--- config.mk ---
export PLATFORM = sky130hd
export DESIGN_NAME = page_commit_ctrl
export DESIGN_NICKNAME = d
export VERILOG_FILES = /design/src/rtl/pcw_pkg.sv /design/src/rtl/page_buffer.sv /design/src/rtl/tick_timer.sv /design/src/rtl/page_commit_ctrl.sv
export SDC_FILE = /design/constraint.sdc
export NUM_CORES = 1
export LEC_CHECK = 0
export ABC_CLOCK_PERIOD_IN_PS = 3650
export BUFFER_PORTS_ARGS = -buffer_cell sky130_fd_sc_hd__buf_4
export CAP_MARGIN = 20
export CORE_ASPECT_RATIO = 0.8
export CORE_UTILIZATION = 45
export CTS_CLUSTER_SIZE = 8
export DETAILED_ROUTE_END_ITERATION = 16
export GPL_TIMING_DRIVEN = 0
export PLACE_DENSITY = 0.66
export SYNTH_ARGS = -nofsm -noshare
export SYNTH_HDL_FRONTEND = slang
export SYNTH_SLANG_ARGS = --single-unit
--- constraint.sdc ---
create_clock -name clk -period 3.65 [get_ports clk]
set_input_delay 0.1825 -clock clk [delete_from_list [all_inputs] [get_ports clk]]
set_output_delay 0.1825 -clock clk [all_outputs]
set_load 0.005 [all_outputs]
--- src/rtl/pcw_pkg.sv ---
// Package: shared types for the paged write cycle controller.
// Assumes: nothing beyond IEEE 1800-2017.
package pcw_pkg;
    typedef enum logic [1:0] {
        ST_IDLE  = 2'd0,   // collecting a command, array untouched
        ST_SWEEP = 2'd1,   // walking the page buffer, issuing strobes
        ST_WAIT  = 2'd2    // waiting for the timed cycle to elapse
    } wst_t;
endpackage

--- src/rtl/page_buffer.sv ---
// page_buffer: one page of byte storage with a per-offset written flag.
// Assumes PAGE_BYTES is a power of two; clr and wr_en never coincide.
module page_buffer #(
    parameter int PAGE_BYTES = 32,
    parameter int DATA_W     = 8,
    localparam int OFF_W     = $clog2(PAGE_BYTES)
) (
    input  logic              clk,
    input  logic              rst_n,
    input  logic              clr,
    input  logic              wr_en,
    input  logic [OFF_W-1:0]  wr_off,
    input  logic [DATA_W-1:0] wr_data,
    input  logic [OFF_W-1:0]  rd_off,
    output logic [DATA_W-1:0] rd_data,
    output logic              rd_vld
);
    logic [PAGE_BYTES-1:0] vld_q;
    logic [DATA_W-1:0]     mem_q [PAGE_BYTES];

    // Track which offsets hold data for the current command.
    always_ff @(posedge clk) begin
        if (!rst_n)     vld_q <= '0;
        else if (clr)   vld_q <= '0;
        else if (wr_en) vld_q[wr_off] <= 1'b1;
    end

    // Store the byte; a repeated offset simply overwrites.
    always_ff @(posedge clk) begin
        if (wr_en) mem_q[wr_off] <= wr_data;
    end

    // Combinational read port for the commit sweep.
    always_comb begin
        rd_data = mem_q[rd_off];
        rd_vld  = vld_q[rd_off];
    end

    // a clear leaves no offset marked as written.
    a_r5_clear_empties: assert property (@(posedge clk) disable iff (!rst_n)
        clr |=> (vld_q == '0));
endmodule

--- src/rtl/tick_timer.sv ---
// tick_timer: counts slow tick pulses after launch; expired stays high
// once CYCLE_TICKS pulses are counted, until halted or relaunched.
// Assumes CYCLE_TICKS >= 1.
module tick_timer #(
    parameter int CYCLE_TICKS = 5,
    localparam int CNT_W      = $clog2(CYCLE_TICKS + 1)
) (
    input  logic clk,
    input  logic rst_n,
    input  logic launch,
    input  logic halt,
    input  logic tick,
    output logic expired
);
    logic             run_q;
    logic [CNT_W-1:0] cnt_q;

    // Run flag and saturating tick count.
    always_ff @(posedge clk) begin
        if (!rst_n) begin
            run_q <= 1'b0;
            cnt_q <= '0;
        end else if (launch) begin
            run_q <= 1'b1;
            cnt_q <= '0;
        end else if (halt) begin
            run_q <= 1'b0;
        end else if (run_q && tick && (cnt_q != CNT_W'(CYCLE_TICKS))) begin
            cnt_q <= cnt_q + 1'b1;
        end
    end

    // Cycle has elapsed.
    assign expired = run_q && (cnt_q == CNT_W'(CYCLE_TICKS));

    // a freshly launched cycle is never already over.
    a_r6_no_early_expiry: assert property (@(posedge clk) disable iff (!rst_n)
        launch |=> !expired);
    // without a tick the count does not move.
    a_r6_count_needs_tick: assert property (@(posedge clk) disable iff (!rst_n)
        (run_q && !tick && !launch) |=> $stable(cnt_q));
endmodule

--- src/rtl/page_commit_ctrl.sv ---
// page_commit_ctrl: gathers the data bytes of one write command into a
// page buffer, commits them on stop, and times the internal write cycle.
// Assumes single-cycle event strobes from the protocol engine, wp and
// lv_inhibit already synchronised, PAGE_BYTES a power of two.
module page_commit_ctrl
    import pcw_pkg::*;
#(
    parameter int ADDR_W      = 12,
    parameter int DATA_W      = 8,
    parameter int PAGE_BYTES  = 32,
    parameter int CYCLE_TICKS = 5
) (
    input  logic              clk,
    input  logic              rst_n,
    input  logic              cmd_start,
    input  logic              waddr_vld,
    input  logic [ADDR_W-1:0] waddr,
    input  logic              wbyte_vld,
    input  logic [DATA_W-1:0] wbyte,
    input  logic              cmd_stop,
    input  logic              wp,
    input  logic              lv_inhibit,
    input  logic              tick,
    output logic              busy,
    output logic              arr_we,
    output logic [ADDR_W-1:0] arr_addr,
    output logic [DATA_W-1:0] arr_data
);
    localparam int OFF_W  = $clog2(PAGE_BYTES);
    localparam int PAGE_W = ADDR_W - OFF_W;

    wst_t              state_q;
    logic [PAGE_W-1:0] page_q;
    logic [OFF_W-1:0]  off_q;
    logic [OFF_W-1:0]  sweep_q;
    logic              have_q;
    logic              drop_q;
    logic              idle;
    logic              accept;
    logic              halt;
    logic              expired;
    logic [DATA_W-1:0] rd_data;
    logic              rd_vld;
    logic              we_q;
    logic [ADDR_W-1:0] addr_q;
    logic [DATA_W-1:0] data_q;

    // Decode: accept a stop only after a clean, complete data byte.
    always_comb begin
        idle   = (state_q == ST_IDLE);
        accept = idle && cmd_stop && have_q && !drop_q && !wp && !lv_inhibit;
        halt   = !idle && (wp || ((state_q == ST_WAIT) && expired));
    end

    page_buffer #(.PAGE_BYTES(PAGE_BYTES), .DATA_W(DATA_W)) u_buf (
        .clk     (clk),
        .rst_n   (rst_n),
        .clr     (idle && cmd_start),
        .wr_en   (idle && wbyte_vld),
        .wr_off  (off_q),
        .wr_data (wbyte),
        .rd_off  (sweep_q),
        .rd_data (rd_data),
        .rd_vld  (rd_vld)
    );

    tick_timer #(.CYCLE_TICKS(CYCLE_TICKS)) u_tmr (
        .clk     (clk),
        .rst_n   (rst_n),
        .launch  (accept),
        .halt    (halt),
        .tick    (tick),
        .expired (expired)
    );

    // Command collection: page, wrapping offset, data seen, protect drop.
    always_ff @(posedge clk) begin
        if (!rst_n) begin
            page_q <= '0;
            off_q  <= '0;
            have_q <= 1'b0;
            drop_q <= 1'b0;
        end else if (idle) begin
            if (cmd_start || cmd_stop) begin
                have_q <= 1'b0;
                drop_q <= 1'b0;
            end else begin
                if (waddr_vld) begin
                    page_q <= waddr[ADDR_W-1:OFF_W];
                    off_q  <= waddr[OFF_W-1:0];
                end
                if (wbyte_vld) begin
                    off_q  <= off_q + 1'b1;
                    have_q <= 1'b1;
                end
                if ((wbyte_vld || have_q) && wp) drop_q <= 1'b1;
            end
        end
    end

    // Cycle sequencing: sweep the buffer, then wait out the timer.
    always_ff @(posedge clk) begin
        if (!rst_n) begin
            state_q <= ST_IDLE;
            sweep_q <= '0;
        end else begin
            case (state_q)
                ST_IDLE: if (accept) begin
                    state_q <= ST_SWEEP;
                    sweep_q <= '0;
                end
                ST_SWEEP: if (wp) begin
                    state_q <= ST_IDLE;
                end else begin
                    sweep_q <= sweep_q + 1'b1;
                    if (sweep_q == OFF_W'(PAGE_BYTES - 1)) state_q <= ST_WAIT;
                end
                ST_WAIT: if (wp || expired) state_q <= ST_IDLE;
                default: state_q <= ST_IDLE;
            endcase
        end
    end

    // Registered array write port, gated by protect and supply inhibit.
    always_ff @(posedge clk) begin
        if (!rst_n) begin
            we_q   <= 1'b0;
            addr_q <= '0;
            data_q <= '0;
        end else begin
            we_q   <= (state_q == ST_SWEEP) && rd_vld && !wp && !lv_inhibit;
            addr_q <= {page_q, sweep_q};
            data_q <= rd_data;
        end
    end

    assign busy     = !idle;
    assign arr_we   = we_q;
    assign arr_addr = addr_q;
    assign arr_data = data_q;

    // protect raised during the cycle ends it on the next clock.
    a_r10_wp_cancel: assert property (@(posedge clk) disable iff (!rst_n)
        (busy && wp) |=> !busy);
    // no array strobe outside a commit.
    a_r5_quiet_when_idle: assert property (@(posedge clk) disable iff (!rst_n)
        !busy |=> !arr_we);
    // supply inhibit suppresses array strobes.
    a_r11_inhibit_gates: assert property (@(posedge clk) disable iff (!rst_n)
        lv_inhibit |=> !arr_we);
    // back-to-back strobes walk offsets strictly upward.
    a_r4_ascending: assert property (@(posedge clk) disable iff (!rst_n)
        (arr_we && $past(arr_we)) |-> (arr_addr[OFF_W-1:0] > $past(arr_addr[OFF_W-1:0])));
    // the page cannot be changed by commands while busy.
    a_r7_page_held: assert property (@(posedge clk) disable iff (!rst_n)
        busy |=> $stable(page_q));
endmodule

==> results_dict.tcl <==
set metrics [dict create \
    synth_cell_types 46 \
    synthCells 773 \
    p_switching_mw 1.66 \
    min_path_type "input port to flop" \
    reg2regPathDepth 4 \
    critPathArrivalTime_ps 2890 \
    cts_sinks 334 \
    finalCriticalPeriod_ps 2750 \
    post_cts_buffers 0 \
    syn_to_final_growth_pct 18.1 \
    clkLatencyLatePin_ps 530 \
    die_w_um 192 \
    r2r_slack_ps 900 \
    power_frac_clock 0.475 \
    yosysTopAreaCell "edfxtp_1" \
    async_flop_share 0 \
    r2r-start "state_q[0]$_SDFFE_PN0P_" \
    powerDensity_mw_per_mm2 540 \
    synth_commonest_cells "edfxtp_1, dfxtp_1, mux4_2" \
    cpLargestDelayFamily "simple AND/OR/NAND/NOR gates" \
    grt_max_degree 33 \
    placed_area_mm2 0.0138 \
    synthesis.area_mm2 0.0130 \
    maxSlewHeadroom 0.334 \
    synth_top_area_frac 0.590 \
    htreeDepth 2 \
    fmax_ghz 0.364 \
    fillCellCount 2285 \
    instances_no_fill 1297 \
    tightest_slew_ps 995 \
    dp.final_hpwl_mm 18.5 \
    die-area_mm2 0.0296 \
    path_max_fanout 10 \
    cellInternalPower_mw 6.64 \
    dp_cells 1191 \
    setup_viol 0 \
    hold-path-cell-count 5 \
    grt_pass1_wl_mm 43.4 \
    power_mw 8.30 \
    crit_buf_inv 1 \
    slowest_delay_ps 870 \
    antenna_left 0 \
    leakagePower_nw 4.98 \
    gp_congestion 0.814 \
    worstHoldEndpoint "off_q[2]$_SDFFE_PN0P_" \
    synth_nets 810 \
    groute.usage.overall 0.199 \
    clk_pin_slew_ps 50 \
    io_pins 51 \
    grt_setup_unrepaired "no" \
    clk_path_buf_depth 3 \
    required_ps 3790 \
    worstReg2RegEnd "u_buf.mem_q[20][2]$_DFFE_PP_" \
    crit_path_end_kind "flop" \
    critPathLaunchType "flop" \
    rows 55 \
    max-cap-violations 0 \
    wire_per_inst_um 22.0 \
    synth_top_cells_by_area "edfxtp_1, dfxtp_1, mux4_2" \
    core-area_mm2 0.0284 \
    grt_pass1_vias 7353 \
    finalCritPeriodShare 0.753 \
    tritoncts "done" \
    drv_slew 0 \
    slowest_stage "nor2_1" \
    antenna_found_initial 0 \
    grt_overflow 0 \
    dr.pass1.iters 5 \
    synth_seq_cells 334 \
    yosys_warnings 0 \
    synth.most_common_cell "edfxtp_1" \
    setup_ws_ps 903 \
    path_cells "buf_2 > nor3b_1 > nand2_1 > nor2_1" \
    wl_mm 28.5 \
    viasPerCell 5.55 \
    worstSetupPathType "flop to flop" \
    synth-main-ff-cell "edfxtp_1" \
    ys_seq_area_frac 0.710 \
    ir_drop_mv 0.427 \
    comb_power_share 0.026 \
    numPortBuffers 48 \
    place_ws_ps 886 \
    synth_area_per_cell_um2 16.8 \
    whs_ps 39.1 \
    seq_power_share 0.499 \
    hold_viol 0 \
    diodes 0 \
    setup_tns_ps 0 \
    status "finished, final reports clean" \
    synth-edff-count 256 \
    drive_gt1_frac 0.214 \
    clock_skew_ps 15.8 \
    cts_root_buf "clkbuf_16" \
    hold_start "waddr[2]" \
    nets 925 \
    cts_buffers 47 \
    stdcell_area_mm2 0.0154 \
    drc 0 \
    initial_core_util 0.459 \
    first_iter_violations 524 \
    sw_frac_of_total 0.200 \
    die_y_um 154 \
    final_core_util 0.542 \
    num_vias 7202 \
]
[registers in the layout, summed over array words and instances, names as in the netlist]
register	cells
off_q	5
drop_q	1
sweep_q	5
u_buf.mem_q	256
u_tmr.cnt_q	3
arr_data	8
arr_we	1
arr_addr	12
state_q	2
u_buf.vld_q	32
page_q	7
have_q	1
u_tmr.run_q	1
[power by group through the flow]
stage / Combinational [mW] / Clock [mW] / Sequential (mW)
floorplan: 0.0823 / 0 / 4.21
global placement: 0.196 / 0 / 4.21
detailed placement: 0.200 / 0 / 4.21
CTS: 0.214 / 4.02 / 4.14
global route: 0.235 / 4.17 / 4.14
finish: 0.215 / 3.95 / 4.14
[metal layers]
| layer | track usage | wire [um] | share of wire | vias to the layer above |
|---|---|---|---|---|
| met3 | 0.0603 | 2380 | 0.083 | 41 |
| met1 | 0.281 | 12600 | 0.44 | 3660 |
| met5 | 0 | 0 | 0 | - |
| met2 | 0.301 | 13100 | 0.46 | 231 |
| li1 | - | - | - | 3270 |
| met4 | 0.0454 | 436 | 0.015 | 0 |
[layout by cell type, fill, tap and decap left out, types with 2 or more instances in the layout]
cell type	netlist	final
xor2_1	2	2
or4_1	2	2
nand3b_1	5	5
nor2b_1	5	5
nor3b_1	2	2
and4_1	8	8
a22o_1	8	8
nand2_1	32	32
o21a_1	34	34
nor2_1	46	46
dlygate4sd3_1	0	18
o22ai_1	9	9
and2_1	16	16
mux4_2	56	56
a22oi_1	8	8
mux2i_1	43	43
dfxtp_1	78	78
clkbuf_1	17	54
o21ai_0	25	25
inv_1	10	10
a21oi_1	20	20
buf_1	3	3
nand4_1	2	2
a211oi_1	2	2
buf_4	9	57
nand2b_1	3	3
clkbuf_16	0	47
o211ai_1	2	2
inv_6	0	3
mux2_2	17	17
nor3_1	2	2
buf_2	11	11
o31ai_1	2	2
and3_1	2	2
edfxtp_1	256	256
ha_1	8	8
a31oi_1	2	2
nand3_1	15	15
[tightest hold or removal path, cell delays in order]
cell and delay, ps:
buf_4 110, inv_1 50, o22ai_1 60, nand2_1 60, a21oi_1 60
[timing repair]
| action | CTS | global route |
|---|---|---|
| setup endpoints to repair | 0 | 0 |
| hold buffers | 18 | 0 |
| resized for setup | 0 | 0 |
| endpoints found under the hold margin | 16 | 0 |
[kinds of logic after synthesis]
| group | share of synthesized area |
|---|---|
| adders and majority gates | 0.00769 |
| and+or+nand+nor | 0.0594 |
| xor gates and xnor gates | 0.00135 |
| muxes | 0.145 |
| buffers and inverters | 0.0189 |
| AOI/OAI and AO/OA | 0.0578 |
| DFF | 0.710 |
[area by class of cell]
class	instances	area [um2]	area share
tap	370	463	0.0301
timing repair buffer	66	541	0.0351
clock buffer	85	1330	0.0864
clock inverter	3	26.3	0.00171
multi-input combinational	388	3530	0.229
buffer	41	209	0.0136
sequential	334	9250	0.601
inverter	10	37.5	0.00244
[worst max path at each step]
stage                                        from                      endpoint  slack [ps]  cells past startpoint
after floorplan           state_q[0]$_SDFFE_PN0P_  u_buf.mem_q[10][0]$_DFFE_PP_        1760                      4
after global placement    state_q[0]$_SDFFE_PN0P_  u_buf.mem_q[29][0]$_DFFE_PP_         960                      4
after detailed placement  state_q[0]$_SDFFE_PN0P_  u_buf.mem_q[20][0]$_DFFE_PP_         890                      4
after CTS                 state_q[0]$_SDFFE_PN0P_  u_buf.mem_q[20][6]$_DFFE_PP_         870                      4
after global routing      state_q[0]$_SDFFE_PN0P_  u_buf.mem_q[20][7]$_DFFE_PP_         700                      4
final                     state_q[0]$_SDFFE_PN0P_  u_buf.mem_q[20][2]$_DFFE_PP_         900                      4
No activity file was read; power rests on OpenSTA's default activity.
